## src/rtl/retire_tag_pkg.sv

```systemverilog
package retire_tag_pkg;

  // Forward distance from base to idx on a ring of 2**w slots
  function automatic logic [63:0] ring_dist(input logic [63:0] idx,
                                            input logic [63:0] base,
                                            input int w);
    logic [63:0] mask;
    mask = (64'd1 << w) - 64'd1;
    return (idx - base) & mask;
  endfunction

  // True when idx lies in the half-open ring window [base, tail)
  function automatic logic in_window(input logic [63:0] idx,
                                     input logic [63:0] base,
                                     input logic [63:0] tail,
                                     input int w);
    return ring_dist(idx, base, w) < ring_dist(tail, base, w);
  endfunction

endpackage

```

## src/rtl/rtc_tag_array.sv

```systemverilog
module rtc_tag_array #(
  parameter int SLOT_W = 5
) (
  input  logic              clk,
  input  logic              rst_n,
  input  logic              clr,
  input  logic              tag_en,
  input  logic              alloc_vld,
  input  logic [SLOT_W-1:0] alloc_id,
  input  logic              evt_vld,
  input  logic [SLOT_W-1:0] evt_id,
  input  logic              ret_vld,
  input  logic [SLOT_W-1:0] ret_id,
  input  logic              flush_vld,
  input  logic [SLOT_W-1:0] flush_id,
  output logic              ret_tagged,
  output logic              ret_squashed,
  output logic [(1<<SLOT_W)-1:0] tags_o
);
  import retire_tag_pkg::*;
  localparam int NSLOT = 1 << SLOT_W;

  logic [SLOT_W-1:0] tail_q;
  logic [NSLOT-1:0]  tags_q;
  logic [NSLOT-1:0]  flush_hit;
  logic              evt_set;
  logic              flush_base_hit;

  // An event marks only when marking is on and no same-slot allocation wins
  assign evt_set = evt_vld && tag_en && !(alloc_vld && alloc_id == evt_id);

  for (genvar i = 0; i < NSLOT; i++) begin : g_slot
    assign flush_hit[i] = flush_vld &&
      in_window(64'(i), 64'(flush_id), 64'(tail_q), SLOT_W);

    always_ff @(posedge clk or negedge rst_n) begin
      if (!rst_n)                                       tags_q[i] <= 1'b0;
      else if (clr)                                     tags_q[i] <= 1'b0;
      else if (flush_hit[i])                            tags_q[i] <= 1'b0;
      else if (alloc_vld && alloc_id == SLOT_W'(i))     tags_q[i] <= 1'b0;
      else if (evt_set && evt_id == SLOT_W'(i))         tags_q[i] <= 1'b1;
      else if (ret_vld && ret_id == SLOT_W'(i))         tags_q[i] <= 1'b0;
    end
  end

  always_ff @(posedge clk or negedge rst_n) begin
    if (!rst_n)          tail_q <= '0;
    else if (clr)        tail_q <= '0;
    else if (flush_vld)  tail_q <= flush_id;
    else if (alloc_vld)  tail_q <= alloc_id + SLOT_W'(1);
  end

  assign ret_tagged     = tags_q[ret_id] || (evt_set && evt_id == ret_id);
  assign ret_squashed   = flush_hit[ret_id];
  assign flush_base_hit = flush_hit[flush_id];
  assign tags_o         = tags_q;

  AST_ALLOC_CLEARS: assert property (@(posedge clk) disable iff (!rst_n)
    alloc_vld |=> !tags_o[$past(alloc_id)]);
  AST_FLUSH_CLEARS: assert property (@(posedge clk) disable iff (!rst_n)
    flush_base_hit |=> !tags_o[$past(flush_id)]);
  AST_CLR_TAGS: assert property (@(posedge clk) disable iff (!rst_n)
    clr |=> tags_o == '0);
  AST_EVT_MARKS: assert property (@(posedge clk) disable iff (!rst_n)
    (evt_set && !clr && !flush_hit[evt_id] && !(ret_vld && ret_id == evt_id))
      |=> tags_o[$past(evt_id)]);
  AST_NO_MARK_OFF: assert property (@(posedge clk) disable iff (!rst_n)
    (!tag_en && evt_vld && !tags_o[evt_id]) |=> !tags_o[$past(evt_id)]);
endmodule

```

## src/rtl/rtc_counter.sv

```systemverilog
module rtc_counter #(
  parameter int CNT_W = 40
) (
  input  logic             clk,
  input  logic             rst_n,
  input  logic             clr,
  input  logic             en,
  input  logic             hit,
  output logic [CNT_W-1:0] count_o
);
  localparam logic [CNT_W-1:0] CNT_MAX = '1;

  logic [CNT_W-1:0] cnt_q;
  logic             step;

  assign step = hit && en && (cnt_q != CNT_MAX);

  always_ff @(posedge clk or negedge rst_n) begin
    if (!rst_n)     cnt_q <= '0;
    else if (clr)   cnt_q <= '0;
    else if (step)  cnt_q <= cnt_q + CNT_W'(1);
  end

  assign count_o = cnt_q;

  AST_STEP_ONE: assert property (@(posedge clk) disable iff (!rst_n)
    !clr |=> (count_o == $past(count_o)) || (count_o == $past(count_o) + CNT_W'(1)));
  AST_HOLD_OFF: assert property (@(posedge clk) disable iff (!rst_n)
    (!en && !clr) |=> $stable(count_o));
  AST_NO_OVERFLOW: assert property (@(posedge clk) disable iff (!rst_n)
    (count_o == CNT_MAX && !clr) |=> count_o == CNT_MAX);
  AST_CLR_COUNT: assert property (@(posedge clk) disable iff (!rst_n)
    clr |=> count_o == '0);
endmodule

```

## src/rtl/retire_tag_counter.sv

```systemverilog
module retire_tag_counter #(
  parameter int SLOT_W = 5,
  parameter int CNT_W  = 40
) (
  input  logic              clk,
  input  logic              rst_n,
  input  logic              tag_en,
  input  logic              cnt_en,
  input  logic              cnt_clr,
  input  logic              alloc_vld,
  input  logic [SLOT_W-1:0] alloc_id,
  input  logic              evt_vld,
  input  logic [SLOT_W-1:0] evt_id,
  input  logic              ret_vld,
  input  logic [SLOT_W-1:0] ret_id,
  input  logic              ret_bogus,
  input  logic              flush_vld,
  input  logic [SLOT_W-1:0] flush_id,
  output logic [CNT_W-1:0]  count_o
);
  localparam int NSLOT = 1 << SLOT_W;

  logic             ret_tagged;
  logic             ret_squashed;
  logic             commit_hit;
  logic [NSLOT-1:0] tags;

  rtc_tag_array #(.SLOT_W(SLOT_W)) u_tags (
    .clk(clk), .rst_n(rst_n), .clr(cnt_clr), .tag_en(tag_en),
    .alloc_vld(alloc_vld), .alloc_id(alloc_id),
    .evt_vld(evt_vld), .evt_id(evt_id),
    .ret_vld(ret_vld), .ret_id(ret_id),
    .flush_vld(flush_vld), .flush_id(flush_id),
    .ret_tagged(ret_tagged), .ret_squashed(ret_squashed), .tags_o(tags)
  );

  // Committed, not squashed, and marked (or marking off)
  assign commit_hit = ret_vld && !ret_bogus && !ret_squashed &&
                      (tag_en ? ret_tagged : 1'b1);

  rtc_counter #(.CNT_W(CNT_W)) u_cnt (
    .clk(clk), .rst_n(rst_n), .clr(cnt_clr), .en(cnt_en),
    .hit(commit_hit), .count_o(count_o)
  );

  AST_BOGUS_NO_COUNT: assert property (@(posedge clk) disable iff (!rst_n)
    (ret_vld && ret_bogus && !cnt_clr) |=> $stable(count_o));
  AST_SQUASH_NO_COUNT: assert property (@(posedge clk) disable iff (!rst_n)
    (ret_vld && ret_squashed && !cnt_clr) |=> $stable(count_o));
  AST_UNTAGGED_NO_COUNT: assert property (@(posedge clk) disable iff (!rst_n)
    (ret_vld && tag_en && !tags[ret_id] && !(evt_vld && evt_id == ret_id) && !cnt_clr)
      |=> $stable(count_o));
  AST_RESET_STATE: assert property (@(posedge clk)
    $rose(rst_n) |-> (count_o == '0 && tags == '0));
endmodule

```

## config.mk

```make
export PLATFORM = sky130hd
export DESIGN_NAME = retire_tag_counter
export DESIGN_NICKNAME = d
export VERILOG_FILES = /design/src/rtl/retire_tag_pkg.sv /design/src/rtl/rtc_tag_array.sv /design/src/rtl/rtc_counter.sv /design/src/rtl/retire_tag_counter.sv
export SDC_FILE = /design/constraint.sdc
export NUM_CORES = 1
export LEC_CHECK = 0
export ABC_AREA = 1
export BUFFER_PORTS_ARGS = -buffer_cell sky130_fd_sc_hd__buf_4
export CAP_MARGIN = 20
export CORE_MARGIN = 2
export CORE_UTILIZATION = 30
export DETAILED_ROUTE_END_ITERATION = 10
export HOLD_SLACK_MARGIN = 0.08
export PLACE_DENSITY_LB_ADDON = 0.3
export SLEW_MARGIN = 20
export SYNTH_ARGS = -nofsm -noshare
export SYNTH_HDL_FRONTEND = slang
export SYNTH_HIERARCHICAL = 1
export SYNTH_SLANG_ARGS = --single-unit
```

## constraint.sdc

```tcl
create_clock -name clk -period 8.4 [get_ports clk]
set_input_delay 0 -clock clk [delete_from_list [all_inputs] [get_ports clk]]
set_output_delay 0 -clock clk [all_outputs]
set_load 0.005 [all_outputs]
```

==> results_dict.tcl, run 1 <==
set metrics [dict create \
    synth_top_family_by_area "simple AND/OR/NAND/NOR gates" \
    grt_pass1_wl_um 46000 \
    finalCritPeriodShare 0.559 \
    start_util 0.307 \
    synth_area_per_cell_sq_um 6.32 \
    drive_gt1_frac 0.111 \
    hold_violations 0 \
    critPathRequiredTime_ns 8.69 \
    cts_tree "built" \
    fillers 3001 \
    clkSlewWorstSetupHoldPaths_ns 0.07 \
    status "complete, no violations" \
    postSynthCellCount 1316 \
    seqPwrFrac 0.299 \
    final_nets 1471 \
    hpwl_um 22300 \
    regToRegEndpoint "u_cnt/count_o[17]$_DFFE_PN0P_" \
    pwr-share-comb 0.369 \
    clock_latency_ns 0.36 \
    clock_sinks 77 \
    internal_power_uw 749 \
    multiInputGateArea_sq_mm 0.00557 \
    finalSetupViolCount 0 \
    end_kind "flop" \
    dr.first_iter.drc_count 780 \
    die_area_sq_mm 0.0291 \
    p_sw_uw 511 \
    first_pass_iters 6 \
    crit_path_max_fanout 30 \
    root_buffer "clkbuf_16" \
    power.leakage_uw 0.00454 \
    ys_ff_latch 77 \
    final-max-slew-violation-count 0 \
    fp.coreArea_sq_mm 0.0271 \
    die_height_um 170 \
    synth_compound_area_frac 0.146 \
    antenna_found_initial 0 \
    area_delta_synth_final_pct 14.5 \
    finalSetupTns_ns 0 \
    synth_top_area_cell "dfrtp_1" \
    r2r_cells 27 \
    worst_slack_ns 3.70 \
    avgViaCountPerCell 5.16 \
    ir_worst_vdd_mv 0.0755 \
    track_usage 0.203 \
    rsz0062_at_grt "no" \
    crit_arrival_ns 4.99 \
    stdcell_count 1751 \
    critPathKind "in2reg" \
    postRouteAntennaNets 0 \
    rows 60 \
    vias 9042 \
    ys_types 57 \
    worstMarginPinSlew_ns 0.806 \
    grt_pass1_vias 8545 \
    r2r_slack_ns 3.72 \
    synth_ff_type "dfrtp_1" \
    synth_fa_ha_area_frac 0.102 \
    grt_max_degree 53 \
    async_flop_share 1.00 \
    gp_congestion 0.967 \
    synthSimpleGateAreaFrac 0.389 \
    yosysWarnings 6 \
    seq_area_frac_synth 0.232 \
    maxCapViolCount 0 \
    synth.area.mux_share 0 \
    whs_ns 0.0906 \
    swShare 0.405 \
    dpl.cell_count 1727 \
    max_freq_mhz 213 \
    period_minus_slack_ns 4.70 \
    gr-total-overflow 0 \
    die_width_um 170 \
    final_common_cell "nand2_1" \
    syn-num-nets 1413 \
    worst_setup_path_start_kind "input port" \
    regArea_sq_mm 0.00193 \
    drt-wirelength-per-cell_um 16.7 \
    drc 0 \
    diodes 0 \
    yosys.area.top_type_share 0.232 \
    max-slew-margin-rel 0.462 \
    synth_edf_count 0 \
    wirelength_um 29200 \
    synthTopCellsByArea "dfrtp_1 23%, nand2_1 19%, ha_1 9.9%" \
    finClkSkew_ns 0.0140 \
    regToRegStartpoint "u_tags/tail_q[0]$_DFFE_PN0P_" \
    final_cell_mix "428 x nand2_1, 157 x nor2_1, 149 x inv_1, 104 x nand3_1, 81 x o21ai_0" \
    cts_made_buffers 9 \
    p_clk_frac 0.332 \
    synthesis.area_sq_mm 0.00831 \
    portBuffers 69 \
    cts_buffer_depth 2 \
    synthXorXnorAreaFrac 0.0337 \
    cts_setup_buffers 0 \
    p_per_area_mw_per_mm2 132 \
    preCtsSetupSlack_ns 3.78 \
    hp-class "in2async" \
    cts.repair.resized 0 \
    ios 70 \
    h-tree-depth 3 \
]
## cells in the mapped netlist (3+ instances only)
| cell | instances |
|---|---|
| a211oi_1 | 3 |
| a21o_1 | 3 |
| a21oi_1 | 27 |
| a221oi_1 | 11 |
| a221oi_2 | 10 |
| a22o_1 | 3 |
| a22oi_1 | 8 |
| buf_1 | 3 |
| buf_2 | 7 |
| buf_6 | 5 |
| clkbuf_1 | 16 |
| dfrtp_1 | 77 |
| ha_1 | 66 |
| inv_1 | 149 |
| inv_2 | 9 |
| nand2_1 | 428 |
| nand2_2 | 11 |
| nand2_4 | 8 |
| nand3_1 | 104 |
| nand3_2 | 3 |
| nand4_1 | 19 |
| nor2_1 | 157 |
| nor2_2 | 7 |
| nor2_4 | 4 |
| nor3_1 | 6 |
| o2111ai_1 | 4 |
| o211ai_1 | 5 |
| o21ai_0 | 81 |
| o21ai_1 | 10 |
| o22ai_1 | 6 |
| o31ai_1 | 4 |
| xnor2_1 | 4 |
| xor2_1 | 28 |
## power by group through the flow
stage	Sequential, uW	Combinational (uW)	Clock, uW
after floorplan	383	318	0
after detailed placement	383	456	0
after global routing	377	523	438
final	376	465	419
after CTS	376	460	430
after global placement	383	449	0
## per-layer routing
metal,routed length [um],track usage,up-vias
met3,1760,0.0302,61
met4,840,0.0717,0
met5,0,0,-
li1,-,-,4392
met2,13800,0.349,367
met1,12800,0.258,4222
## worst max path at each step
stage / startpoint / endpoint / slack (ns) / cells past startpoint
after floorplan: u_tags/tail_q[0]$_DFFE_PN0P_ / u_cnt/count_o[26]$_DFFE_PN0P_ / 4.78 / 28
after detailed placement: u_tags/tail_q[0]$_DFFE_PN0P_ / u_cnt/count_o[25]$_DFFE_PN0P_ / 3.78 / 27
after CTS: u_tags/tail_q[0]$_DFFE_PN0P_ / u_cnt/count_o[17]$_DFFE_PN0P_ / 3.76 / 27
final: flush_id[3] / u_cnt/count_o[17]$_DFFE_PN0P_ / 3.70 / 28
after global routing: flush_id[3] / u_cnt/count_o[17]$_DFFE_PN0P_ / 3.19 / 30
after global placement: u_tags/tail_q[0]$_DFFE_PN0P_ / u_cnt/count_o[25]$_DFFE_PN0P_ / 3.90 / 27
## what timing repair did
action | CTS | global route
endpoints found under the hold margin | 45 | 0
endpoints found under the setup margin | 0 | 0
hold buffers | 8 | 0
## registers in the layout (all words and copies together), names as in the netlist
signal,cells
u_cnt/count_o,40
u_tags/tags_o,32
u_tags/tail_q,5
## through the flow
stage | power, uW | cell area [sq um] | utilization
2_1_floorplan | 701 | 8310 | -
3_3_place_gp | 832 | 9130 | 0.337
3_5_place_dp | 839 | 9130 | 0.337
4_1_cts | 1270 | 9520 | 0.351
5_1_grt | 1340 | 9520 | 0.351
6_report | 1260 | 9520 | 0.351
## cell type report
| type | instances | area share |
|---|---|---|
| multi-input cells | 1043 | 0.585 |
| repair buffers | 82 | 0.0668 |
| clock buffers | 9 | 0.0237 |
| inverters | 161 | 0.0642 |
| flip-flops and latches | 77 | 0.202 |
| clock inverters | 7 | 0.00868 |
| well taps | 372 | 0.0489 |
## critical path, cell delays in order
cell	delay (ns)
dlygate4sd3_1	0.52
buf_4	0.25
inv_1	0.17
ha_1	0.40
a21oi_2	0.24
nand2_2	0.09
nand2_4	0.09
nand2_4	0.13
inv_2	0.42
ha_1	0.34
a21o_1	0.19
nor4_1	0.37
nand2_1	0.09
nand4_1	0.12
nand2_1	0.06
nand2_1	0.07
nor2_1	0.04
nor2_1	0.15
inv_1	0.06
nand3_1	0.07
nor2_1	0.04
nand2_1	0.07
inv_1	0.06
nand2_4	0.19
nand2_4	0.23
clkinv_2	0.32
nand2_1	0.08
nand2_1	0.07
## kinds of logic (layout without fill, tap and decap cells)
family / Yosys count / after routing
flops: 77 / 77
xor+xnor: 32 / 32
fa+ha+maj: 67 / 67
simple gates: 757 / 757
buf+inv: 196 / 259
compound gates: 187 / 187
Note: power is estimated with default switching activity, not from simulation.
==> inputs of run 2 (changes only) <==
==> constraint.sdc (replaced) <==
create_clock -name clk -period 4.1 [get_ports clk]
set_input_delay 0 -clock clk [delete_from_list [all_inputs] [get_ports clk]]
set_output_delay 0 -clock clk [all_outputs]
set_load 0.005 [all_outputs]
==> run 2 against run 1 <==
  * Final area up 1.5%
  * Sequential power up 110%
  * Total power up 100%
  * Setup slack worse by 3.4 ns
  * Via count down 0.56%
  * Count of clock-buffer cells in the layout unchanged
  * Register-to-register slack worse by 3.4 ns
==> results_dict.tcl, run 2 (same netlist as run 1, synthesis figures left out) <==
set metrics [dict create \
    status "complete, no violations" \
    min_path_cells 4 \
    min_from "cnt_clr" \
    cts_made_buffers 9 \
    max_freq_mhz 263 \
    regArea_sq_mm 0.00193 \
    ios 70 \
    swShare 0.413 \
    finClkSkew_ns 0.0138 \
    final_common_cell "nand2_1" \
    finalCritPeriodShare 0.927 \
    crit_arrival_ns 4.10 \
    final_nets 1485 \
    clkSlewWorstSetupHoldPaths_ns 0.07 \
    grt_max_degree 78 \
    pwr-share-comb 0.386 \
    top_layer_used "met4" \
    regToRegEndpoint "u_cnt/count_o[38]$_DFFE_PN0P_" \
    regToRegStartpoint "u_tags/tail_q[0]$_DFFE_PN0P_" \
    avgViaCountPerCell 5.09 \
    r2r_cells 27 \
    multiInputGateArea_sq_mm 0.00559 \
    hold_end "u_cnt/count_o[36]$_DFFE_PN0P_" \
    root_buffer "clkbuf_16" \
    diodes 0 \
    fp.coreArea_sq_mm 0.0271 \
    final-max-slew-violation-count 0 \
    fillers 2984 \
    p_per_area_mw_per_mm2 267 \
    largest_reg_flops 40 \
    clock_latency_ns 0.36 \
    worst_setup_path_start_kind "flop" \
    met3_length_um 1680 \
    critPathKind "reg2reg" \
    die_height_um 170 \
    seqPwrFrac 0.299 \
    wl_met2_um 13700 \
    cts_tree "built" \
    end_kind "flop" \
    drt-wirelength-per-cell_um 16.5 \
    power.leakage_uw 0.00462 \
    die_area_sq_mm 0.0291 \
    drt-met1-wl_um 12800 \
    die_width_um 170 \
    area_delta_synth_final_pct 16.3 \
    internal_power_uw 1510 \
    finalSetupTns_ns 0 \
    clock_sinks 77 \
    portBuffers 69 \
    vias 8991 \
    wirelength_um 29100 \
    period_minus_slack_ns 3.80 \
    hpwl_um 22200 \
    first_pass_iters 5 \
    start_util 0.307 \
    grt_pass1_vias 8434 \
    dr.first_iter.drc_count 757 \
    gp_congestion 0.979 \
    cts_buffer_depth 2 \
    critPathRequiredTime_ns 4.40 \
    drive_gt1_frac 0.123 \
    crit_start "u_tags/tail_q[0]$_DFFE_PN0P_" \
    crit_path_max_fanout 11 \
    r2r_slack_ns 0.30 \
    drc 0 \
    antenna_found_initial 0 \
    h-tree-depth 3 \
    ir_worst_vdd_mv 0.175 \
    rsz0062_at_grt "no" \
    hp-class "in2reg" \
    gr-total-overflow 0 \
    finalPower_uw 2580 \
    p_sw_uw 1060 \
    finalSetupViolCount 0 \
    maxCapViolCount 0 \
    rows 60 \
    track_usage 0.200 \
    final_cell_mix "427 x nand2_1, 156 x nor2_1, 149 x inv_1, 104 x nand3_1, 85 x buf_4" \
    postRouteAntennaNets 0 \
    worstMarginPinSlew_ns 0.881 \
    grt_pass1_wl_um 45200 \
    p_clk_frac 0.315 \
    hold_violations 0 \
    max-slew-margin-rel 0.409 \
]
[run 2: worst max path at each step]
| stage | end | slack (ns) | depth (start not counted) |
|---|---|---|---|
| after detailed placement | u_cnt/count_o[37]$_DFFE_PN0P_ | 0.02 | 25 |
| after global placement | u_cnt/count_o[17]$_DFFE_PN0P_ | 0.06 | 25 |
| after global routing | u_cnt/count_o[14]$_DFFE_PN0P_ | 0.03 | 27 |
| after CTS | u_cnt/count_o[14]$_DFFE_PN0P_ | 0.02 | 25 |
| final | u_cnt/count_o[38]$_DFFE_PN0P_ | 0.30 | 27 |
| after floorplan | u_cnt/count_o[26]$_DFFE_PN0P_ | 0.48 | 28 |
[run 2: power by group through the flow]
| stage | clock (uW) | sequential [uW] | combinational, uW |
|---|---|---|---|
| after floorplan | 0 | 784 | 652 |
| after global placement | 0 | 785 | 943 |
| after detailed placement | 0 | 785 | 958 |
| after CTS | 826 | 771 | 968 |
| after global routing | 857 | 771 | 1120 |
| final | 811 | 771 | 994 |
[run 2: layout make-up]
class	count	area share
clock buffer	9	0.0233
inverter	161	0.0641
tap	372	0.0482
multi-input combinational	1043	0.579
sequential	77	0.199
timing repair buffer	96	0.0798
clock inverter	7	0.00660
[run 2: what timing repair did]
item | 4_1_cts | 5_1_grt
gates cloned | 0 | 1
buffers inserted | 0 | 1
hold endpoints to repair | 94 | 0
gates resized for setup | 1 | 11
pin swaps | 0 | 0
setup endpoints to repair | 6 | 39
hold buffers | 7 | 0
[run 2: worst max-delay path: stages, from the launching register on]
cell and delay (ns):
dfrtp_1 0.40, inv_1 0.09, nand2_2 0.07, fa_2 0.51
inv_1 0.11, ha_1 0.32, nand2_1 0.05, nand2_1 0.09
nand2_1 0.06, nand2_1 0.11, nand2_1 0.06, nand2_1 0.10
nand2_1 0.13, nand3_1 0.13, nand3_1 0.09, nor2_1 0.10
nand2_1 0.10, nor2_1 0.10, nor2_1 0.06, inv_1 0.05
nand3_1 0.06, nor2_1 0.08, nand2_1 0.07, inv_1 0.09
nand2_4 0.09, inv_1 0.34, nand4_1 0.16, nand2_1 0.10
[run 2: stage by stage]
stage               hold WS, ns  instance area (sq um)  utilization  worst slack (ns)  instances
global placement          0.249                   9230        0.340            0.0646       1740
finish                    0.111                   9660        0.357             0.299       1765
global route              0.140                   9660        0.357            0.0280       1765
floorplan                -0.296                   8310            -             0.475       1316
CTS                       0.104                   9590        0.354            0.0151       1763
detailed placement        0.260                   9230        0.340            0.0228       1740
[run 2: layer usage]
metal	vias up	GRT usage
met5	-	0
met4	0	0.0747
met3	67	0.0247
met2	332	0.346
met1	4167	0.255
li1	4425	-
==> inputs of run 3 (changes only) <==
--- a/config.mk
+++ b/config.mk
@@ -8,7 +8,7 @@
 export ABC_AREA = 1
 export BUFFER_PORTS_ARGS = -buffer_cell sky130_fd_sc_hd__buf_4
 export CAP_MARGIN = 20
-export CORE_MARGIN = 2
+export CORE_MARGIN = 1.5
 export CORE_UTILIZATION = 30
 export DETAILED_ROUTE_END_ITERATION = 10
 export HOLD_SLACK_MARGIN = 0.08
@@ -16,5 +16,4 @@
 export SLEW_MARGIN = 20
 export SYNTH_ARGS = -nofsm -noshare
 export SYNTH_HDL_FRONTEND = slang
-export SYNTH_HIERARCHICAL = 1
 export SYNTH_SLANG_ARGS = --single-unit
==> run 3 against run 2 <==
  * Setup slack better by 0.0076 ns
  * Hold slack better by 0.0086 ns
  * Synthesized cell count down 2.7%
  * Clock power up 1%
  * Via count down 0.70%
  * Die area down 1.7%
  * First-iteration DRC count up 11%
  * Sequential cell count unchanged
==> results_dict.tcl, run 3 <==
set metrics [dict create \
    synthXorXnorAreaFrac 0.0593 \
    worst_setup_path_start_kind "flop" \
    finalSetupViolCount 0 \
    rsz0062_at_grt "no" \
    synth_edf_count 0 \
    worst_slack_ns 0.307 \
    stdcell_count 1677 \
    ys_ff_latch 77 \
    synth_area_per_cell_sq_um 6.45 \
    synth.area.mux_share 0 \
    cp_slowest_cell "fa_1" \
    finalCritPeriodShare 0.925 \
    final-max-slew-violation-count 0 \
    wirelength_um 28900 \
    synth_compound_area_frac 0.121 \
    finClkSkew_ns 0.0183 \
    final_nets 1428 \
    synthMostInstantiatedCell "nand2_1" \
    largest_reg_flops 40 \
    die_area_sq_mm 0.0286 \
    fillers 2985 \
    maxCapViolCount 0 \
    cts_made_buffers 9 \
    ys_types 50 \
    yosys.area.top_type_share 0.233 \
    syn-num-nets 1378 \
    fp.coreArea_sq_mm 0.0270 \
    avgViaCountPerCell 5.32 \
    postSynthCellCount 1281 \
    synthesis.area_sq_mm 0.00827 \
    die_width_um 169 \
    async_flop_share 1.00 \
    max-slew-margin-rel 0.381 \
    clock_sinks 77 \
    multiInputGateArea_sq_mm 0.00542 \
    status "complete, no violations" \
    timing.critical_path.mode_cell "nand2_1" \
    seq_area_frac_synth 0.233 \
    start_util 0.306 \
    drc 0 \
    hpwl_um 22300 \
    finalSetupTns_ns 0 \
    synth_ff_type "dfrtp_1" \
    gp_congestion 0.910 \
    drive_gt1_frac 0.0966 \
    synthSimpleGateAreaFrac 0.372 \
    crit_path_max_fanout 40 \
    clkSlewWorstSetupHoldPaths_ns 0.07 \
    crit_start "u_tags.tail_q[0]$_DFFE_PN0P_" \
    regToRegStartpoint "u_tags.tail_q[0]$_DFFE_PN0P_" \
    die_height_um 169 \
    p_per_area_mw_per_mm2 269 \
    min_from "flush_vld" \
    grt_pass1_vias 8320 \
    dpl.cell_count 1652 \
    h-tree-depth 3 \
    worstMarginPinSlew_ns 0.928 \
    cpPeakStageDelay_ns 0.47 \
    diodes 0 \
    synth_commonest_cells "369 x nand2_1, 159 x inv_1, 114 x nand3_1, 114 x nor2_1, 77 x dfrtp_1" \
    track_usage 0.207 \
    dr.first_iter.drc_count 837 \
    end_kind "flop" \
    area_delta_synth_final_pct 13.8 \
    hp-class "in2reg" \
    synthTopCellsByArea "dfrtp_1 23%, nand2_1 17%, ha_1 10%" \
    grt_pass1_wl_um 46500 \
    final_common_cell "nand2_1" \
    power.leakage_uw 0.00476 \
    postRouteAntennaNets 0 \
    root_buffer "clkbuf_16" \
    synth_top_family_by_area "simple AND/OR/NAND/NOR gates" \
    synth_top_area_cell "dfrtp_1" \
    critPathKind "reg2reg" \
    antenna_found_initial 0 \
    max_freq_mhz 264 \
    drt-wirelength-per-cell_um 17.3 \
    ios 70 \
    regArea_sq_mm 0.00193 \
    first_pass_iters 6 \
    rows 60 \
    cts_buffer_depth 2 \
    ir_worst_vdd_mv 0.209 \
    portBuffers 69 \
    preCtsSetupSlack_ns 0.370 \
    hold_violations 0 \
    crit_arrival_ns 4.09 \
    path_cells "inv_1 -> nand2_2 -> fa_1 -> nand3_1 -> nand2_1 -> nand2_4 -> nand2_8 -> ha_1 -> a21o_1 -> a31oi_1 -> nand2_1 -> nor2_1 -> nand2_1 -> nand2_1 -> inv_1 -> a21oi_1 -> nor2_1 -> nand3_1 -> nand2_1 -> nand3_2 -> buf_12 -> nand3_1 -> nand2_1" \
    period_minus_slack_ns 3.79 \
    final_cell_mix "369 x nand2_1, 159 x inv_1, 114 x nand3_1, 112 x nor2_1, 77 x dfrtp_1" \
    yosysWarnings 0 \
    vias 8928 \
    gr-total-overflow 0 \
    cts_tree "built" \
    critPathRequiredTime_ns 4.39 \
    grt_max_degree 71 \
    synth_fa_ha_area_frac 0.102 \
    clock_latency_ns 0.37 \
]
## run 3: worst paths after layout
path                                            endpoint  slack [ns]  cells after the start
hold reg to reg             u_tags.tail_q[2]$_DFFE_PN0P_        0.55                      2
hold / removal             u_tags.tags_o[31]$_DFFE_PN0P_        0.12                      4
min in group asynchronous  u_tags.tags_o[14]$_DFFE_PN0P_        0.14                      2
setup reg to reg           u_cnt.count_o[32]$_DFFE_PN0P_        0.31                     23
setup / recovery           u_cnt.count_o[32]$_DFFE_PN0P_        0.31                     23
max in group asynchronous   u_cnt.count_o[8]$_DFFE_PN0P_        2.94                      3
## run 3: power by group
part           total, uW  internal, uW  switching, uW  leakage (uW)
Combinational        942           280            662       0.00355
Clock                821           427            394      0.000141
Sequential           770           765           5.07       0.00107
## run 3: repair_timing
item                                    CTS  global route
hold buffers                              9             0
endpoints found under the hold margin    32             0
gates resized for setup                   0             2
setup buffers                             0             0
endpoints found under the setup margin    0            34
## run 3: area by class of cell
cell class,instances,share of cell area
Clock buffer,9,0.0239
Clock inverter,7,0.00692
Inverter,172,0.0693
Multi-Input combinational cell,985,0.576
Sequential cell,77,0.205
Tap cell,341,0.0454
Timing Repair Buffer,86,0.0732
## run 3: metrics by stage
stage           util  hold slack (ns)  instance area (sq um)  power (uW)
2_1_floorplan      -           -0.296                   8270        1410
6_report       0.348            0.120                   9410        2530
5_1_grt        0.348            0.145                   9410        2700
3_3_place_gp   0.333          -0.0317                   9010        1690
3_5_place_dp   0.334          -0.0306                   9020        1700
4_1_cts        0.348            0.110                   9400        2530
## run 3: worst max-delay path, delay by kind of cell, from the launching register on
kind	cells	cell delay, ns
AND/OR/NAND/NOR	15	1.68
adder cells (fa/ha/maj)	2	0.84
buffers and inverters	3	0.36
AO/OA/AOI/OAI	3	0.41
flip-flops	1	0.40
## run 3: cells by family (layout without fill, tap and decap cells)
logic type               after synthesis  after routing
AND/OR/NAND/NOR                      703            703
buffers and inverters                219            274
AO/OA/AOI/OAI                        159            159
flip-flops                            77             77
adder cells (fa/ha/maj)               67             67
XOR/XNOR                              56             56
## run 3: layer usage
layer	vias up	part of all wire	global-route usage
met3	37	0.066	0.0306
met4	0	0.018	0.0554
met2	342	0.43	0.322
li1	4341	-	-
met1	4208	0.48	0.299
met5	-	0	0
